File: src/rtl/bank_bitline_mux.sv
module bank_bitline_mux #(
  parameter int DATA_W = 8,
  parameter int ADDR_W = 6,
  parameter int SEL_W  = 2
) (
  input  logic                          clk,
  input  logic                          rst_n,
  input  logic [2:0]                    phase,
  input  logic [ADDR_W-1:0]             addr,
  input  logic [DATA_W-1:0]             wr_data,
  output logic [(1<<SEL_W)*DATA_W-1:0]  wr_bank,
  input  logic [(1<<SEL_W)*DATA_W-1:0]  rd_bank,
  output logic [DATA_W-1:0]             rd_data,
  output logic                          clear_err,
  output logic                          sel_err
);
  localparam int NB = 1 << SEL_W;

  logic [SEL_W-1:0] bank_q, bank_d;
  logic [SEL_W-1:0] live_bank;
  logic [NB-1:0]    rd_nz, wr_nz, sel_mask;
  logic             dirty;

  assign live_bank = addr[ADDR_W-1 -: SEL_W];
  assign sel_mask  = NB'(1) << bank_q;
  assign dirty     = |(rd_nz & ~sel_mask);

  for (genvar b = 0; b < NB; b++) begin : g_bank
    assign rd_nz[b] = |rd_bank[b*DATA_W +: DATA_W];
    assign wr_nz[b] = |wr_bank[b*DATA_W +: DATA_W];
  end

  always_ff @(posedge clk) begin
    if (!rst_n) begin
      bank_q    <= '0;
      bank_d    <= '0;
      wr_bank   <= '0;
      rd_data   <= '0;
      clear_err <= 1'b0;
    end else begin
      case (phase)
        3'd0: bank_q <= live_bank;
        3'd1: bank_d <= bank_q;
        3'd2: for (int b = 0; b < NB; b++)
                wr_bank[b*DATA_W +: DATA_W] <= (bank_q == SEL_W'(b)) ? wr_data : '0;
        3'd3: wr_bank[int'(bank_d)*DATA_W +: DATA_W] <= '0;
        3'd4: begin
          rd_data   <= rd_bank[int'(bank_q)*DATA_W +: DATA_W];
          clear_err <= dirty;
        end
        3'd5: begin
          rd_data   <= '0;
          clear_err <= 1'b0;
        end
        default: ;
      endcase
    end
  end

  always_ff @(posedge clk) begin
    if (!rst_n)
      sel_err <= 1'b0;
    else if (phase >= 3'd1 && phase <= 3'd5 && live_bank != bank_q)
      sel_err <= 1'b1;
  end

  AST_DEMUX_SINGLE: assert property (@(posedge clk) disable iff (!rst_n)
    $countones(wr_nz) <= 1);
  AST_WR_RELEASE: assert property (@(posedge clk) disable iff (!rst_n)
    phase == 3'd3 |=> wr_bank == '0);
  AST_RD_RELEASE: assert property (@(posedge clk) disable iff (!rst_n)
    phase == 3'd5 |=> (rd_data == '0 && !clear_err));
  AST_SEL_STICKY: assert property (@(posedge clk) disable iff (!rst_n)
    sel_err |=> sel_err);
  AST_IDLE_HOLD: assert property (@(posedge clk) disable iff (!rst_n)
    phase > 3'd5 |=> ($stable(wr_bank) && $stable(rd_data) && $stable(clear_err)));
endmodule

File: config.mk
export PLATFORM = sky130hd
export DESIGN_NAME = bank_bitline_mux
export DESIGN_NICKNAME = d
export VERILOG_FILES = /design/src/rtl/bank_bitline_mux.sv
export SDC_FILE = /design/constraint.sdc
export NUM_CORES = 1
export LEC_CHECK = 0
export ABC_AREA = 1
export BUFFER_PORTS_ARGS = -buffer_cell sky130_fd_sc_hd__buf_4
export CAP_MARGIN = 10
export CORE_MARGIN = 4
export CORE_UTILIZATION = 50
export CTS_CLUSTER_SIZE = 8
export DETAILED_ROUTE_END_ITERATION = 6
export MAX_ROUTING_LAYER = met4
export PLACE_DENSITY = 0.85
export SYNTH_ARGS = -nofsm -noshare
export SYNTH_HDL_FRONTEND = slang
export SYNTH_SLANG_ARGS = --single-unit
export TNS_END_PERCENT = 50
File: constraint.sdc
create_clock -name clk -period 2.48 [get_ports clk]
set_input_delay 0.248 -clock clk [delete_from_list [all_inputs] [get_ports clk]]
set_output_delay 0.248 -clock clk [all_outputs]
set_load 0.02 [all_outputs]
==> summary.txt <==
ANT cells - 0
Iter 0 DRT Violations - 202
Residual DRC - 0
Clock buffer depth - 2
TritonRoute pass-1 iters - 4
Initial antenna violation count - 0
Post-CTS Resized - 0
Worst Path Required - 2.71 ns
H-tree Lvls - 2
Pleak - 1.21 nW
Vias per cell - 5.18
Number of global-route vias before repair - 1,916
Logic pwr share - 14.5%
Max Slew Vio Count - 0
# setup viols final - 0
Hold Path Class - in -> reg
Flop and latch count out of synthesis - 46
GPL Wtd Cong - 0.816
Kind of end point of the critical path - flip-flop
Syn_nets - 321
Sequential fraction of the synthesis area - 45.6%
GRT Residual Overflow - 0
Clock Skew - 0.00347 ns
Fin. Hold Viols - 0
RSZ-0062 raised after global routing - no
Max Cap Viol - 0
CP startpoint kind - flip-flop
Crit Path Class - reg -> reg
Clk_lat worst skew - 0.29 ns
DR vias - 2,119
Cells after Synth - 270
Register share of total power - 49.6%
Commonest non-fill, non-tap cell in the layout - buf_4
NetSw - 0.385 mW
XOR/XNOR Fraction of Synth Area - 0.867%
Yosys warning count - 0
Root buffer cell - clkbuf_8
Clock Sinks - 46
Pwr/cell area - 545 nW/µm²
Initial Utilization - 53.6%
Slew HR - 61.1%
IO Pins - 93
# Post-CTS Setup Buffers - 0
Status - completed
Die area - 5120 µm²
Worst Tran Pin Value - 0.580 ns
Count of cell types in the netlist - 21
CTS tree - built
Crit path arrival time - 1.67 ns
I/O Buffers - 88
Detail Route Antenna Nets - 0
Number of cell rows - 22
Compound-Gate Fraction of Synth Area - 21.9%
DP HPWL - 4230 µm
CTS Buf Count - 5
F_max - 693 MHz
R2R depth - 6
Worst hold path depth - 3
Post-Layout Cell Count - 409
Largest family of logic cells by synthesized area - simple AND/OR/NAND/NOR gates
Clock share of power - 35.9%
Switching portion of total power - 25.0%
Width of the die - 71.6 µm
Cell-internal power - 1.16 mW
Chip Height - 71.6 µm
Simple logic cell fraction of the synthesized area - 27.3%
Final min period - 1.44 ns
Synthesized-area fraction occupied by adder cells - 0%
Setup_tns - 0 ns
Largest net degree at the start of global routing - 33
Wire length per cell - 13.6 µm
Hold-fix buffers, CTS - 0
# placed instances - 401
Peak supply drop - 412 µV
Hold slack - 0.223 ns
Share of cells above drive strength 1 - 31.3%
Total track usage - 22.2%
Routed wire length - 5580 µm
Core Area - 3770 µm²
Area delta synth->final - 40.1%
Period utilization - 58.2%
Crit path max fanout - 10
Dpl cell area - 2720 µm²
Global-route wire length before repair - 8900 µm
Reg clk slew, reported paths - 0.08 ns
Fin nets - 411
Mux contribution to synthesized area - 0%
Syn Std Cell Area - 2020 µm²
Commonest non-fill, non-tap cells in the layout - buf_4 (89), nand2_1 (74), dfxtp_1 (46)
Synth Area per Inst - 7.48 µm²
Final Cell Area - 2830 µm²
==> through the flow <==
step | total power, mW | utilization [%] | setup WS, ns
global route | 1.62 | 75.0 | 0.904
floorplan | 0.892 | - | 1.36
global placement | 1.00 | 72.1 | 1.10
detailed placement | 1.01 | 72.1 | 1.06
finish | 1.54 | 75.0 | 1.04
CTS | 1.56 | 75.0 | 1.03
==> synth_stat cells <==
cell	instances	area, µm²
a21oi_1	30	150
nor3_4	1	16.3
nand2_1	74	278
nor2_2	1	6.26
dfxtp_1	46	921
clkinv_1	1	3.75
inv_1	8	30.0
nand4_1	1	6.26
o21ai_1	1	5.00
nor2_1	45	169
nor2_4	4	45.0
a22oi_1	32	240
o21ai_0	6	30.0
nor3_2	1	10.0
buf_4	2	15.0
clkbuf_1	4	15.0
nand3b_1	2	15.0
a21oi_2	2	17.5
xnor2_1	2	17.5
nand2_2	1	6.26
inv_2	6	22.5
==> critical path: stages (launching register included) <==
cell	delay [ns]
dfxtp_1	0.52
inv_1	0.15
nor2_4	0.24
nand3b_1	0.13
inv_2	0.14
nand2_1	0.08
a21oi_1	0.12
==> state kept, by name (all words and copies together), names as in the netlist <==
| register | count |
|---|---|
| clear_err | 1 |
| bank_d | 2 |
| rd_data | 8 |
| sel_err | 1 |
| bank_q | 2 |
| wr_bank | 32 |
==> path summary, 6_finish.rpt <==
| path | slack, ns | start | end |
|---|---|---|---|
| max | 1.04 | bank_q[0]$_SDFFE_PN0N_ | wr_bank[8]$_SDFFE_PN0P_ |
| min | 0.22 | wr_data[5] | wr_bank[29]$_SDFFE_PN0P_ |
| max reg2reg | 1.04 | bank_q[0]$_SDFFE_PN0N_ | wr_bank[8]$_SDFFE_PN0P_ |
| min reg2reg | 0.47 | rd_data[4]$_SDFFE_PN0P_ | rd_data[4]$_SDFFE_PN0P_ |
==> logic make-up after synthesis <==
family / Yosys count
buf+inv: 21
compound gates: 71
xor+xnor: 2
flops: 46
simple gates: 130
==> power by group through the flow <==
stage	registers, mW	clock network, mW	logic [mW]
final	0.766	0.553	0.224
after global routing	0.768	0.603	0.244
after CTS	0.766	0.567	0.224
after detailed placement	0.783	0	0.223
after global placement	0.782	0	0.219
after floorplan	0.793	0	0.0988
==> routing by layer <==
layer	up-vias	part of all wire (%)	track usage [%]	wire [µm]
li1	1092	-	-	-
met1	960	42	29.6	2360
met2	65	51	35.4	2850
met3	2	6.3	3.51	352
met4	0	0.39	5.01	22
met5	-	0	-	0
==> final cells by class <==
class                   instances  area [µm²]
inverters                      15        56.3
well taps                      48        60.1
fillers                       316         941
multi-input cells             203        1010
clock buffers                   5        68.8
flip-flops and latches         46         921
clock inverters                 3        43.8
repair buffers                 89         668
Power figures use the tool's default switching activity.
